--- config.mk ---
export PLATFORM = sky130hd
export DESIGN_NAME = dmaseq_top
export DESIGN_NICKNAME = d
export VERILOG_FILES = /design/src/rtl/dmaseq_pkg.sv /design/src/rtl/dmaseq_step.sv /design/src/rtl/dmaseq_regs.sv /design/src/rtl/dmaseq_fsm.sv /design/src/rtl/dmaseq_top.sv
export SDC_FILE = /design/constraint.sdc
export NUM_CORES = 1
export LEC_CHECK = 0
export BUFFER_PORTS_ARGS = -buffer_cell sky130_fd_sc_hd__buf_2
export CORE_ASPECT_RATIO = 0.8
export CORE_MARGIN = 2
export CORE_UTILIZATION = 46
export CTS_CLUSTER_DIAMETER = 60
export DETAILED_ROUTE_END_ITERATION = 7
export PLACE_DENSITY = 0.69
export SLEW_MARGIN = 20
export SYNTH_ARGS = -nofsm -noshare
export SYNTH_HDL_FRONTEND = slang
export SYNTH_SLANG_ARGS = --single-unit
--- constraint.sdc ---
create_clock -name clk -period 6.75 [get_ports clk]
set_input_delay 1.6875 -clock clk [delete_from_list [all_inputs] [get_ports clk]]
set_output_delay 1.6875 -clock clk [all_outputs]
set_load 0.05 [all_outputs]
--- src/rtl/dmaseq_pkg.sv ---
package dmaseq_pkg;
  // Register offsets; the sequencer decodes these directly.
  localparam logic [2:0] OFS_CTRL   = 3'd0;
  localparam logic [2:0] OFS_SRC    = 3'd1;
  localparam logic [2:0] OFS_DST    = 3'd2;
  localparam logic [2:0] OFS_CNT    = 3'd3;
  localparam logic [2:0] OFS_MASTER = 3'd4;

  // Control register, run is bit 0.
  typedef struct packed {
    logic auto_go;  // bit 5
    logic irq_en;   // bit 4
    logic down;     // bit 3
    logic step_en;  // bit 2
    logic wide;     // bit 1
    logic run;      // bit 0
  } ctrl_t;

  localparam int unsigned CTRL_W = $bits(ctrl_t);
  localparam int unsigned BYTE_W = 8;

  typedef enum logic [1:0] {
    PH_IDLE  = 2'd0,
    PH_READ  = 2'd1,
    PH_WRITE = 2'd2
  } phase_t;
endpackage

--- src/rtl/dmaseq_step.sv ---
module dmaseq_step #(
  parameter int unsigned ADDR_W = 24
) (
  input  logic [ADDR_W-1:0] addr_cur,
  input  logic              wide,
  input  logic              step_en,
  input  logic              down,
  output logic [ADDR_W-1:0] addr_next
);
  localparam logic [ADDR_W-1:0] STRIDE_BYTE = ADDR_W'(1);
  localparam logic [ADDR_W-1:0] STRIDE_WORD = ADDR_W'(2);

  logic [ADDR_W-1:0] stride;

  always_comb begin
    stride = wide ? STRIDE_WORD : STRIDE_BYTE;
    if (!step_en)  addr_next = addr_cur;
    else if (down) addr_next = addr_cur - stride;
    else           addr_next = addr_cur + stride;
  end
endmodule

--- src/rtl/dmaseq_regs.sv ---
module dmaseq_regs
  import dmaseq_pkg::*;
#(
  parameter int unsigned ADDR_W = 24,
  parameter int unsigned CNT_W  = 16,
  parameter int unsigned REG_W  = 32
) (
  input  logic              clk,
  input  logic              rst_n,
  input  logic              cpu_sel,
  input  logic              cpu_wr,
  input  logic [2:0]        cpu_addr,
  input  logic [REG_W-1:0]  cpu_wdata,
  output logic [REG_W-1:0]  cpu_rdata,
  input  logic              xfer_done,
  input  logic [ADDR_W-1:0] src_next,
  output ctrl_t             ctrl_q,
  output logic              master_q,
  output logic [ADDR_W-1:0] src_q,
  output logic [ADDR_W-1:0] dst_q,
  output logic              irq_q
);
  logic [CNT_W-1:0] cnt_q;
  logic             armed_q;
  logic             rd_ctrl, wr_ctrl, wr_src, wr_dst, wr_cnt, wr_master;
  logic             count_end;

  always_comb begin
    rd_ctrl   = cpu_sel && !cpu_wr && (cpu_addr == OFS_CTRL);
    wr_ctrl   = cpu_sel &&  cpu_wr && (cpu_addr == OFS_CTRL);
    wr_src    = cpu_sel &&  cpu_wr && (cpu_addr == OFS_SRC);
    wr_dst    = cpu_sel &&  cpu_wr && (cpu_addr == OFS_DST);
    wr_cnt    = cpu_sel &&  cpu_wr && (cpu_addr == OFS_CNT);
    wr_master = cpu_sel &&  cpu_wr && (cpu_addr == OFS_MASTER);
    count_end = xfer_done && (cnt_q == CNT_W'(1));
  end

  always_ff @(posedge clk or negedge rst_n) begin
    if (!rst_n) begin
      ctrl_q   <= '0;
      master_q <= 1'b0;
      src_q    <= '0;
      dst_q    <= '0;
      cnt_q    <= '0;
      armed_q  <= 1'b0;
      irq_q    <= 1'b0;
    end else begin
      // A read of control arms the run bit only when run is seen at 0.
      if (rd_ctrl) armed_q <= !ctrl_q.run;
      if (wr_ctrl) begin
        armed_q    <= 1'b0;
        ctrl_q     <= ctrl_t'(cpu_wdata[CTRL_W-1:0]);
        ctrl_q.run <= cpu_wdata[0] & armed_q;
      end
      if (wr_master) master_q <= cpu_wdata[0];
      if (wr_src)         src_q <= cpu_wdata[ADDR_W-1:0];
      else if (xfer_done) src_q <= src_next;
      if (wr_dst) dst_q <= cpu_wdata[ADDR_W-1:0];
      if (wr_cnt)         cnt_q <= cpu_wdata[CNT_W-1:0];
      else if (xfer_done) cnt_q <= cnt_q - 1'b1;
      // End of count wins over a simultaneous software write of run.
      if (count_end) ctrl_q.run <= 1'b0;
      if (count_end && ctrl_q.irq_en) irq_q <= 1'b1;
      else if (wr_ctrl)               irq_q <= 1'b0;
    end
  end

  always_comb begin
    cpu_rdata = '0;
    case (cpu_addr)
      OFS_CTRL:   cpu_rdata[CTRL_W-1:0] = ctrl_q;
      OFS_SRC:    cpu_rdata[ADDR_W-1:0] = src_q;
      OFS_DST:    cpu_rdata[ADDR_W-1:0] = dst_q;
      OFS_CNT:    cpu_rdata[CNT_W-1:0]  = cnt_q;
      OFS_MASTER: cpu_rdata[0]          = master_q;
      default:    cpu_rdata = '0;
    endcase
  end


  run_arm_chk: assert property (@(posedge clk) disable iff (!rst_n)
    $rose(ctrl_q.run) |-> ($past(armed_q) && $past(wr_ctrl)));


  cnt_step_chk: assert property (@(posedge clk) disable iff (!rst_n)
    (xfer_done && !wr_cnt) |=> (cnt_q == $past(cnt_q) - 1'b1));


  end_clear_chk: assert property (@(posedge clk) disable iff (!rst_n)
    count_end |=> !ctrl_q.run);


  irq_rise_chk: assert property (@(posedge clk) disable iff (!rst_n)
    $rose(irq_q) |-> (!ctrl_q.run && $past(xfer_done)));
endmodule

--- src/rtl/dmaseq_fsm.sv ---
module dmaseq_fsm
  import dmaseq_pkg::*;
#(
  parameter int unsigned ADDR_W = 24,
  parameter int unsigned DATA_W = 16
) (
  input  logic              clk,
  input  logic              rst_n,
  input  logic              chan_active,
  input  logic              auto_go,
  input  logic              wide,
  input  logic              dreq,
  input  logic [ADDR_W-1:0] src_addr,
  input  logic [ADDR_W-1:0] dst_addr,
  input  logic              mem_ready,
  input  logic [DATA_W-1:0] mem_rdata,
  output logic              mem_valid,
  output logic              mem_write,
  output logic              mem_wide,
  output logic [ADDR_W-1:0] mem_addr,
  output logic [DATA_W-1:0] mem_wdata,
  output logic              xfer_done
);
  phase_t            ph_q;
  logic              pend_q;
  logic              start;
  logic [DATA_W-1:0] rd_fmt;

  always_comb begin
    start     = (ph_q == PH_IDLE) && chan_active && (auto_go || pend_q);
    xfer_done = (ph_q == PH_WRITE) && mem_ready;
    mem_valid = (ph_q != PH_IDLE);
    mem_write = (ph_q == PH_WRITE);
    rd_fmt    = mem_wide ? mem_rdata
                         : {{(DATA_W-BYTE_W){1'b0}}, mem_rdata[BYTE_W-1:0]};
  end

  always_ff @(posedge clk or negedge rst_n) begin
    if (!rst_n) begin
      ph_q      <= PH_IDLE;
      pend_q    <= 1'b0;
      mem_addr  <= '0;
      mem_wdata <= '0;
      mem_wide  <= 1'b0;
    end else begin
      // Pending request: one slot, dropped when the channel is off or in auto.
      pend_q <= chan_active && !auto_go && ((pend_q && !start) || dreq);
      case (ph_q)
        PH_IDLE: if (start) begin
          ph_q     <= PH_READ;
          mem_addr <= src_addr;
          mem_wide <= wide;
        end
        PH_READ: if (mem_ready) begin
          ph_q      <= PH_WRITE;
          mem_addr  <= dst_addr;
          mem_wdata <= rd_fmt;
        end
        PH_WRITE: if (mem_ready) ph_q <= PH_IDLE;
        default: ph_q <= PH_IDLE;
      endcase
    end
  end


  beat_hold_chk: assert property (@(posedge clk) disable iff (!rst_n)
    (mem_valid && !mem_ready) |=> (mem_valid && $stable(mem_addr) && $stable(mem_write)
                                   && $stable(mem_wide) && $stable(mem_wdata)));


  rd_then_wr_chk: assert property (@(posedge clk) disable iff (!rst_n)
    (mem_valid && !mem_write && mem_ready) |=> (mem_valid && mem_write));


  start_gate_chk: assert property (@(posedge clk) disable iff (!rst_n)
    $rose(mem_valid) |-> $past(chan_active));


  pend_keep_chk: assert property (@(posedge clk) disable iff (!rst_n)
    (dreq && chan_active && !auto_go && mem_valid) |=> pend_q);
endmodule

--- src/rtl/dmaseq_top.sv ---
module dmaseq_top
  import dmaseq_pkg::*;
#(
  parameter int unsigned ADDR_W = 24,
  parameter int unsigned DATA_W = 16,
  parameter int unsigned CNT_W  = 16,
  parameter int unsigned REG_W  = 32
) (
  input  logic              clk,
  input  logic              rst_n,
  input  logic              cpu_sel,
  input  logic              cpu_wr,
  input  logic [2:0]        cpu_addr,
  input  logic [REG_W-1:0]  cpu_wdata,
  output logic [REG_W-1:0]  cpu_rdata,
  input  logic              dreq,
  output logic              mem_valid,
  input  logic              mem_ready,
  output logic              mem_write,
  output logic              mem_wide,
  output logic [ADDR_W-1:0] mem_addr,
  output logic [DATA_W-1:0] mem_wdata,
  input  logic [DATA_W-1:0] mem_rdata,
  output logic              irq
);
  ctrl_t             ctrl;
  logic              master;
  logic [ADDR_W-1:0] src, dst, src_next;
  logic              xfer_done;
  logic              chan_active;

  assign chan_active = ctrl.run && master;

  dmaseq_regs #(.ADDR_W(ADDR_W), .CNT_W(CNT_W), .REG_W(REG_W)) u_regs (
    .clk(clk), .rst_n(rst_n),
    .cpu_sel(cpu_sel), .cpu_wr(cpu_wr), .cpu_addr(cpu_addr),
    .cpu_wdata(cpu_wdata), .cpu_rdata(cpu_rdata),
    .xfer_done(xfer_done), .src_next(src_next),
    .ctrl_q(ctrl), .master_q(master), .src_q(src), .dst_q(dst), .irq_q(irq)
  );

  dmaseq_step #(.ADDR_W(ADDR_W)) u_step (
    .addr_cur(src), .wide(mem_wide), .step_en(ctrl.step_en), .down(ctrl.down),
    .addr_next(src_next)
  );

  dmaseq_fsm #(.ADDR_W(ADDR_W), .DATA_W(DATA_W)) u_fsm (
    .clk(clk), .rst_n(rst_n),
    .chan_active(chan_active), .auto_go(ctrl.auto_go), .wide(ctrl.wide), .dreq(dreq),
    .src_addr(src), .dst_addr(dst),
    .mem_ready(mem_ready), .mem_rdata(mem_rdata),
    .mem_valid(mem_valid), .mem_write(mem_write), .mem_wide(mem_wide),
    .mem_addr(mem_addr), .mem_wdata(mem_wdata), .xfer_done(xfer_done)
  );
endmodule

* Word level (Yosys, flattened, before mapping)
Cells that the tools add are included.
W data, S select, Z words.
** Word-level totals
- Register bits :: 117
- Bits of input ports :: 57
- Output and inout port bits :: 76
- Logic and storage cells :: 94
** Operators by class
- Add/subtract/negate cells :: 3
- Equal/unequal tests :: 10
- Mux-type cells :: 25
- Bitwise operators :: 1
- Reductions and logical operators :: 38
** Operators with widths (number)
- $mux W24 :: 6
- $mux W16 :: 3
- $pmux W24 S2 :: 1
- $pmux W10 S3 :: 1
- $add A24 B24 Y24 :: 1
- $sub A24 B24 Y24 :: 1
- $pmux W5 S4 :: 1
- $logic_and A1 B1 Y1 :: 17
- $eq A16 B1 Y1 const B :: 1
- $pmux W8 S2 :: 1
- $reduce_bool A2 Y1 :: 8
- $sub A16 B1 Y16 const B :: 1
- $mux W2 :: 4
- $eq A3 B2 Y1 const B :: 2
- $mux W1 :: 6
- $pmux W2 S3 :: 1
- $reduce_and A2 Y1 :: 3
- $reduce_and A3 Y1 :: 2
- $pmux W1 S5 :: 1
- $logic_not A1 Y1 :: 4
- $ne A2 B2 Y1 const B :: 2
- $eq A3 B1 Y1 const B :: 1
- $eq A3 B3 Y1 const B :: 1
- $logic_not A3 Y1 :: 1
- other kinds (6) :: 7

* Depth between registers and ports, before layout
Gate-level depths: netlist of the first run.
- Depth after elaboration :: 7
- Depth in mapped cells :: 12
- Gate-level depth less buffers :: 11

* Modules after synthesis
Synthesis of the first run repeated with hierarchy kept, for this count alone.
** Second synthesis, totals
- Cell total of the unflattened synthesis :: 758
- Area total of the unflattened synthesis :: 7403.4 um2
** Modules (own cells, without submodules)
- dmaseq_regs :: times used 1, cells each 380, area each 3905.0 um2, seq. area each 1826.8 um2
- dmaseq_fsm :: times used 1, cells each 149, area each 1871.8 um2, seq. area each 1101.1 um2
- dmaseq_step :: times used 1, cells each 228, area each 1620.3 um2, seq. area each 0.0 um2
- dmaseq_top :: times used 1, cells each 1, area each 6.3 um2, seq. area each 0.0 um2

* Worst setup path before layout of the first run
OpenSTA, ideal clock, no wires.
- Kind :: input to output
- Start point :: input cpu_addr[1]
- End point :: output cpu_rdata[1]
- Arrival time :: 3332 ps
- Data required time :: 5062 ps
- Path slack :: 1730 ps
- Stages :: 4
- Buffers on the path :: 2
- Cell sequence :: clkbuf_1 > clkbuf_1 > mux4_2 > nor2b_1
** Between the ends
- Word-level cells in the longest chain between the ends :: 2
- Elaborated cells on any way between the ends :: 5
- Those cells by class :: 3 x eq/ne; 1 x mux; 1 x reduce/logical
** RTL lines
- from (decl) :: line dmaseq_top.sv:13 : input logic [2:0] cpu_addr,
- $eq A3 B2 Y1 (tied with other cells) :: line dmaseq_regs.sv:70 : case (cpu_addr)
- $pmux W5 S4 * :: line dmaseq_regs.sv:70
- to (decl) :: line dmaseq_top.sv:15 : output logic [REG_W-1:0] cpu_rdata,
Mark *: on every way between the ends. The rest lies on a longest branch, timed or not.

* Worst setup path in the final report of the first run
- Start point :: input cpu_addr[0]
- End point :: output cpu_rdata[15]
** Between the ends
- Word-level cells in the longest chain between the ends :: 2
- Elaborated cells on any way between the ends :: 4
- Those cells by class :: 3 x eq/ne; 1 x mux
** RTL lines (line)
- $eq A3 B2 Y1 or $eq A3 B1 Y1 (tied branches) :: dmaseq_regs.sv:70
- $pmux W10 S3 * :: dmaseq_regs.sv:70
Marks and branches as above.

==> results.cfg, run 1 <==
[sta]
hold_viol = 0
worst_pin_slew_ns = 1.039
maxSlewHeadroom = 0.3070
max_freq_ghz = 0.1946
fin_skew_ns = 0.009611
rsz0062_at_grt = false
fin_crit_sh = 0.7615
finalSetupViolations = 0
slew_viol_final = 0
setup_tns_ns = 0
min_period_ns = 5.140
fin_ws_ns = 1.610
hold_slack_ns = 0.4765

[worst_setup_path]
cp_data_arrival_time_ns = 3.45
endpoint = cpu_rdata[15]
r2r_end = u_regs.src_q[22]
start_kind = input port
reg2reg_depth = 9
endpoint_kind = output port
cpMostUsedCell = buf_2
r2r_start = u_regs.ctrl_q[3]
crit_start = cpu_addr[0]
critical_path_required_ns = 5.06
path_max_fanout = 22
r2r_setup_slack_ns = 3.16
cp_slowest_cell = nor2b_1
path_cells = buf_2 > nor2b_1 > a22oi_1 > nor2_1 > buf_2
worstSetupPathType = input port to output port
cpPeakStageDelay_ns = 0.64

[routing]
ant_nets = 0
wl_um = 18510
wl_met1_um = 8761
wl_per_cell_um = 18.34
dr.pass1.iters = 5
viasPerCell = 5.739
drc = 0
route.met2.wl_um = 8266
dr.max_layer_used = met4
num_vias = 5791
initialDrtViolationCount = 525
wl_met3_um = 1260

[power]
p_leak_nw = 3.849
switching_power_mw = 1.378
power_density_mw_per_mm2 = 419.1
pwr-share-seq = 0.311
comb_power_share = 0.408
netSwitchingFraction = 0.4020
power.internal_mw = 2.050
pwr-share-clk = 0.281
vdd_drop_max_v = 0.0002127

[worst_hold_path]
hold_class = flop to flop

[synth]
ys.flop_type = dfrtp_1
syn_area_mm2 = 0.006854
yosysSeqAreaShare = 0.4272
yosysMostFrequentCell = dfrtp_1
synth_edf_count = 0
synth_cell_types = 63
synth-seq-cells = 117
async_reset_ff_frac = 1.000
synthesis.instances = 711
yosysTopAreaCell = dfrtp_1
synthTopCellsByArea = dfrtp_1, mux2_2, ha_1
syn_area_per_cell_um2 = 9.640
synth_common_cells = dfrtp_1, nor2_1, nand2_1
ys_warn_count = 0
synth_top_area_frac = 0.4272

[floorplan]
io_pins = 133
die_area_mm2 = 0.01590
core_mm2 = 0.01444
die_h_um = 113.2
initial_core_util = 0.4745
rows = 39
die_x_um = 140.5

[clock_network]
cts_resized = 0
tritoncts = yes
clock_latency_ns = 0.42
numCtsBuffers = 17
post-cts-setup-buffers = 0
cts-htree-levels = 4
clock_sinks = 117
clockBufferDepth = 2
cts_root_buffer = clkbuf_16
cts_hold_buf = 0
path_clk_slew_ns = 0.05

[cells_and_area]
nFillCells = 1287
stdcell_count = 1009
final_nets = 896
num_antenna_cells = 0
design_area_mm2 = 0.008179
area_growth_pct = 19.33
drive_above_1_share = 0.2703

[global_route]
antenna_found_initial = 0
overflow = 0
grt_use_total = 0.2406
grt_pass1_wl_um = 29880
grt_max_degree = 71
grt_pass1_vias = 5703

[place]
dp_hpwl_um = 12800
io_buffers = 116
place_area_mm2 = 0.007550
placed_cells = 978
dp_slack_ns = 1.641
place.gp.congestion = 0.8717

[job]
maxCapViolations = 0

[status]
outcome = finished clean
metrics by stage:
stage | util | power (mW)
after floorplan | - | 2.111
after global placement | 0.5227 | 2.411
after detailed placement | 0.5227 | 2.447
final | 0.5663 | 3.428
after CTS | 0.5659 | 3.428
after global routing | 0.5663 | 3.621
worst min path at each step:
stage | startpoint | cells past startpoint | to | slack (ns)
4_1_cts | u_fsm.mem_wdata[13] | 2 | u_fsm.mem_wdata[13] | 0.48
6_report | u_fsm.mem_wdata[13] | 2 | u_fsm.mem_wdata[13] | 0.48
5_1_grt | u_fsm.mem_wdata[15] | 2 | u_fsm.mem_wdata[15] | 0.50
3_5_place_dp | u_fsm.mem_wdata[13] | 2 | u_fsm.mem_wdata[13] | 0.47
3_3_place_gp | u_fsm.mem_wdata[14] | 2 | u_fsm.mem_wdata[14] | 0.46
2_1_floorplan | u_regs.ctrl_q[5] | 1 | u_fsm.pend_q | 0.44
kinds of logic after synthesis:
family | after synthesis | synth area share
AND/OR/NAND/NOR | 221 | 0.1477
AO/OA/AOI/OAI | 180 | 0.1637
flip-flops | 117 | 0.4272
multiplexers | 83 | 0.1413
buffers and inverters | 54 | 0.03395
XOR/XNOR | 29 | 0.03706
adder cells (fa/ha/maj) | 26 | 0.04856
other | 1 | 0.0005471
layout by cell type (no fill, tap or decap), types with 3 or more instances in the layout:
cell type  Yosys  routed
dfrtp_1      117     117
buf_2          0     115
nor2_1        77      75
nand2_1       73      73
a21oi_1       58      58
mux2_2        50      50
o21ai_0       35      35
mux2i_1       27      27
a22oi_1       25      25
ha_1          25      25
xnor2_1       22      22
clkbuf_16      0      17
o21ai_1       14      14
nor2b_1       13      13
nor3_1        10       9
nand3_1        9       9
conb_1         1       8
buf_4          8       8
inv_1          7       7
xor2_1         7       7
mux4_2         6       6
nand2b_1       6       6
a21o_1         6       6
nand4_1        6       6
and3_1         5       5
a31oi_1        5       5
or2_2          4       4
or3_1          4       4
o22ai_1        4       4
bufinv_16      0       4
nand3b_1       3       3
a211o_1        3       3
clkinv_2       0       3
clkbuf_8       0       3
critical path, delay by kind of cell:
| family | cells | cell delay, ns |
|---|---|---|
| and+or+nand+nor | 2 | 0.82 |
| buffers and inverters | 2 | 0.75 |
| AOI/OAI and AO/OA | 1 | 0.19 |
power groups by stage:
stage / combinational [mW] / clock (mW) / sequential, mW
floorplan: 0.913 / 0 / 1.20
global placement: 1.35 / 0 / 1.06
detailed placement: 1.37 / 0 / 1.07
CTS: 1.39 / 0.977 / 1.06
global route: 1.52 / 1.01 / 1.09
finish: 1.40 / 0.963 / 1.07
flip-flops by register name, indices dropped and copies added (netlist names):
signal,count
u_regs.cnt_q,16
u_regs.irq_q,1
u_fsm.mem_wdata,16
u_regs.ctrl_q,6
u_regs.dst_q,24
u_fsm.mem_addr,24
u_regs.armed_q,1
u_fsm.pend_q,1
u_fsm.mem_wide,1
u_regs.master_q,1
u_regs.src_q,24
u_fsm.ph_q,2
final cells by class:
type	count	area, um2	share of cell area
clock inverters	9	150.1	0.01836
well taps	184	230.2	0.02815
multi-input cells	547	3735	0.4566
flip-flops and latches	117	2928	0.3580
clock buffers	22	474.2	0.05798
inverters	7	26.28	0.003212
repair buffers	123	635.6	0.07771
metal layers:
metal	vias up	global-route usage
li1	2760	-
met1	2801	0.3413
met2	208	0.3706
met5	-	0
met3	22	0.06136
met4	0	0.06400
Power figures use the tool's default switching activity.
==> run 2: changes to the inputs <==
Settings changed: PLACE_DENSITY 0.69 to 0.72.
Clock period 6.75 ns to 4.64 ns, I/O delays scaled along.
==> run 2 against run 1 <==
  * Count of clock-buffer cells in the layout down 4
  * Combinational power up 44%
  * Non-clock buffer count grew 5
  * Critical endpoint is now cpu_rdata[14]
  * Clock power is 59% higher
  * Critical path depth increased by 1
  * Wire length down 3.4%
  * Register-to-register slack worse by 2.0 ns
  * Worst hold slack better by 0.0042 ns
  * Highest routed layer unchanged
  * Largest power group unchanged
  * Via count decreased by 0.26%
  * Critical path type unchanged
==> results.cfg, run 2 (synthesis gave the netlist of run 1 again) <==
[status]
outcome = finished clean

[clock_network]
cts_root_buffer = clkbuf_16
cts_hold_buf = 0
clock_sinks = 117
cts_resized = 0
clockBufferDepth = 2
path_clk_slew_ns = 0.06
cts-htree-levels = 4
clock_latency_ns = 0.42
post-cts-setup-buffers = 0
numCtsBuffers = 17
tritoncts = yes

[routing]
dr.pass1.iters = 5
ant_nets = 0
drc = 0
num_vias = 5776
initialDrtViolationCount = 443
wl_per_cell_um = 17.62
wl_um = 17890
viasPerCell = 5.691

[worst_setup_path]
cpPeakStageDelay_ns = 0.49
path_max_fanout = 25
endpoint_kind = output port
crit_start = cpu_addr[1]
start_kind = input port
cp_data_arrival_time_ns = 2.76
path_cells = buf_2 > nor2b_1 > buf_4 > a22oi_1 > nor2_1 > buf_2
cp_slowest_cell = buf_2
cpMostUsedCell = buf_2
worstSetupPathType = input port to output port
critical_path_required_ns = 3.48
r2r_start = u_regs.ctrl_q[3]

[global_route]
grt_max_degree = 64
grt_use_total = 0.2319
grt_pass1_vias = 5441
antenna_found_initial = 0
grt_pass1_wl_um = 29140
overflow = 0

[floorplan]
die_area_mm2 = 0.01590
initial_core_util = 0.4745
die_h_um = 113.2
core_mm2 = 0.01444
die_x_um = 140.5
io_pins = 133
rows = 39

[worst_hold_path]
hold_class = flop to flop
hold_start = u_fsm.mem_wdata[10]

[sta]
fin_crit_sh = 0.8441
fin_skew_ns = 0.01229
finalSetupViolations = 0
setup_tns_ns = 0
hold_slack_ns = 0.4807
slew_viol_final = 0
worst_pin_slew_ns = 1.065
max_freq_ghz = 0.2553
hold_viol = 0
min_period_ns = 3.917
rsz0062_at_grt = false
maxSlewHeadroom = 0.2898

[cells_and_area]
drive_above_1_share = 0.2780
layout_commonest_cell = dfrtp_1
mostFrequentLayoutCells = dfrtp_1, buf_2, nor2_1
top_regs = u_fsm.mem_addr x24, u_regs.dst_q x24, u_regs.src_q x24
final_nets = 901
area_growth_pct = 20.72
num_antenna_cells = 0

[place]
io_buffers = 116
dp_hpwl_um = 12460
place.gp.congestion = 0.8940

[job]
maxCapViolations = 0

[power]
power_density_mw_per_mm2 = 615.7
p_leak_nw = 3.900
vdd_drop_max_v = 0.0003689
-- run 2: layout make-up --
type                       instances  area [um2]
inverter                           7       26.28
fill                            1288        6170
timing repair buffer             128       673.1
clock inverter                    14       247.7
sequential                       117        2928
tap                              184       230.2
clock buffer                      18       439.2
multi-input combinational        547        3730
-- run 2: metrics by stage --
| stage | power (mW) | instance area (um2) | std cells | setup WS, ns | util |
|---|---|---|---|---|---|
| floorplan | 3.070 | 6880 | 718 | 0.6755 | - |
| global placement | 3.512 | 7587 | 983 | 0.7770 | 0.5253 |
| detailed placement | 3.536 | 7587 | 983 | 0.7685 | 0.5253 |
| CTS | 5.092 | 8274 | 1015 | 0.7632 | 0.5729 |
| global route | 5.400 | 8274 | 1015 | 0.6181 | 0.5729 |
| finish | 5.094 | 8274 | 1015 | 0.7233 | 0.5729 |
-- run 2: worst paths after layout --
path                                        to  slack (ns)  depth (start not counted)
max in group asynchronous     u_regs.src_q[11]        2.91                          2
max reg2reg                   u_regs.src_q[22]        1.12                          9
min                        u_fsm.mem_wdata[10]        0.48                          2
max                              cpu_rdata[14]        0.72                          6
min reg2reg                u_fsm.mem_wdata[10]        0.48                          2
min in group asynchronous   u_fsm.mem_wdata[2]        0.83                          1
-- run 2: layer usage --
layer / part of all wire / routed length, um / track usage / vias up
met1: 0.49 / 8748 / 0.3401 / 2778
met3: 0.073 / 1300 / 0.06686 / 14
li1: - / - / - / 2772
met2: 0.43 / 7687 / 0.3438 / 212
met4: 0.0082 / 147 / 0.04933 / 0
met5: 0 / 0 / 0 / -
-- run 2: worst max-delay path: cells and delay by family --
kind	cells	cell delay, ns
compound gates	1	0.15
simple gates	2	0.42
buf+inv	3	1.01
-- run 2: power breakdown --
| part | switching, mW | internal (mW) | total [mW] | leakage (nW) |
|---|---|---|---|---|
| clock network | 0.507 | 1.03 | 1.53 | 0.327 |
| logic | 1.24 | 0.773 | 2.01 | 2.14 |
| registers | 0.273 | 1.28 | 1.55 | 1.43 |
| total | 2.02 | 3.08 | 5.09 | 3.90 |
==> run 3: changes to the inputs <==
Clock period 4.64 ns to 3.4 ns, I/O delays scaled along.
==> run 3 against run 2 <==
  * Count of clock-buffer cells in the layout grew 2
  * Critical endpoint is now cpu_rdata[17]
  * Register-to-register slack lost 0.79 ns
  * Highest routed layer unchanged
  * Cell area grew 0.80%
  * Die area is the same
  * Utilization grew 0.46 points
  * Power grew 36%
  * Global-route usage grew 1.0 points
  * Largest cell class unchanged
  * Largest power group unchanged
  * Flip-flop and latch count is the same
==> results.cfg, run 3 (synthesis gave the netlist of run 1 again) <==
[routing]
drc = 0
viasPerCell = 5.713
wl_per_cell_um = 18.23
num_vias = 5850
ant_nets = 0
dr.pass1.iters = 5
initialDrtViolationCount = 454
wl_um = 18670

[worst_setup_path]
start_kind = input port
path_max_fanout = 16
reg2reg_depth = 11
endpoint = cpu_rdata[17]
r2r_start = u_fsm.mem_wide
worstSetupPathType = input port to output port
r2r_end = u_regs.src_q[22]
cp_data_arrival_time_ns = 2.41
crit_start = cpu_addr[0]
endpoint_kind = output port
r2r_setup_slack_ns = 0.33
critical_path_required_ns = 2.55

[job]
maxCapViolations = 0

[floorplan]
io_pins = 133
die_area_mm2 = 0.01590
core_mm2 = 0.01444
initial_core_util = 0.4745
die_h_um = 113.2
die_x_um = 140.5
rows = 39

[clock_network]
path_clk_slew_ns = 0.06
clock_latency_ns = 0.42
cts_hold_buf = 0
numCtsBuffers = 17
clockBufferDepth = 2
clock_sinks = 117
cts_root_buffer = clkbuf_16
tritoncts = yes
post-cts-setup-buffers = 0
cts_resized = 0
cts-htree-levels = 4

[sta]
slew_viol_final = 0
worst_pin_slew_ns = 0.7020
max_freq_ghz = 0.3070
fin_crit_sh = 0.9579
maxSlewHeadroom = 0.5320
finalSetupViolations = 0
min_period_ns = 3.257
hold_viol = 0
setup_tns_ns = 0
fin_skew_ns = 0.008060
rsz0062_at_grt = false

[global_route]
grt_use_total = 0.2423
grt_pass1_vias = 5635
antenna_found_initial = 0
overflow = 0
grt_max_degree = 52
grt_pass1_wl_um = 30170

[power]
vdd_drop_max_v = 0.0005187
p_leak_nw = 3.939
power_mw = 6.936
power_density_mw_per_mm2 = 831.6

[worst_hold_path]
hold_class = input port to asynchronous set/reset pin

[place]
io_buffers = 116
place.gp.congestion = 0.8721
dp_hpwl_um = 13170

[status]
outcome = finished clean

[cells_and_area]
top_regs = u_fsm.mem_addr x24, u_regs.dst_q x24, u_regs.src_q x24
num_antenna_cells = 0
drive_above_1_share = 0.2857
area_growth_pct = 21.69
layout_commonest_cell = dfrtp_1
final_nets = 911
mostFrequentLayoutCells = dfrtp_1, buf_2, nor2_1
## run 3: changes by cell type in the layout (fill, tap and decap cells not counted), sizes merged
cell and change:
bufinv -1, clkinvlp +1, buf +10, inv -2
clkinv -1, clkbuf +2
## run 3: area by class of cell
type / instances / area (um2)
multi-input cells: 547 / 3730
inverters: 7 / 26.28
well taps: 184 / 230.2
fillers: 1308 / 6103
clock buffers: 20 / 466.7
repair buffers: 138 / 760.7
clock inverters: 11 / 198.9
flip-flops and latches: 117 / 2928
## run 3: how the worst min path moves through the flow
stage | start | end | slack [ns]
after floorplan | u_regs.ctrl_q[5] | u_fsm.pend_q | 0.44
after global placement | u_fsm.mem_wdata[11] | u_fsm.mem_wdata[11] | 0.46
after detailed placement | u_fsm.mem_wdata[9] | u_fsm.mem_wdata[9] | 0.47
after CTS | rst_n | u_fsm.mem_wdata[2] | 0.48
after global routing | rst_n | u_fsm.mem_wdata[1] | 0.51
final | rst_n | u_fsm.mem_wdata[1] | 0.46
## run 3: metal layers
layer / track usage / vias up / routed length (um)
li1: - / 2793 / -
met1: 0.3470 / 2834 / 9066
met2: 0.3797 / 205 / 8240
met3: 0.04824 / 18 / 1171
met4: 0.06400 / 0 / 189
met5: 0 / - / 0
## run 3: critical path: stages
cell	delay, ns
buf_2	0.24
nor2b_1	0.55
buf_4	0.27
a22oi_1	0.09
nor2_1	0.11
buf_2	0.28
## run 3: stage by stage
| stage | hold WS [ns] | setup slack [ns] | cell area, um2 | utilization | instances |
|---|---|---|---|---|---|
| after global placement | 0.4627 | 0.2401 | 7675 | 0.5314 | 993 |
| after floorplan | 0.4378 | 0.05547 | 6880 | - | 718 |
| final | 0.4643 | 0.1431 | 8341 | 0.5774 | 1024 |
| after detailed placement | 0.4651 | 0.2320 | 7675 | 0.5314 | 993 |
| after CTS | 0.4783 | 0.2158 | 8341 | 0.5774 | 1024 |
| after global routing | 0.5105 | 0.06151 | 8341 | 0.5774 | 1024 |
## run 3: power breakdown
| group | switching [mW] | total, mW | internal [mW] |
|---|---|---|---|
| sequential | 0.342 | 2.08 | 1.74 |
| combinational | 1.75 | 2.82 | 1.07 |
| clock | 0.671 | 2.03 | 1.36 |
| total | 2.77 | 6.94 | 4.17 |
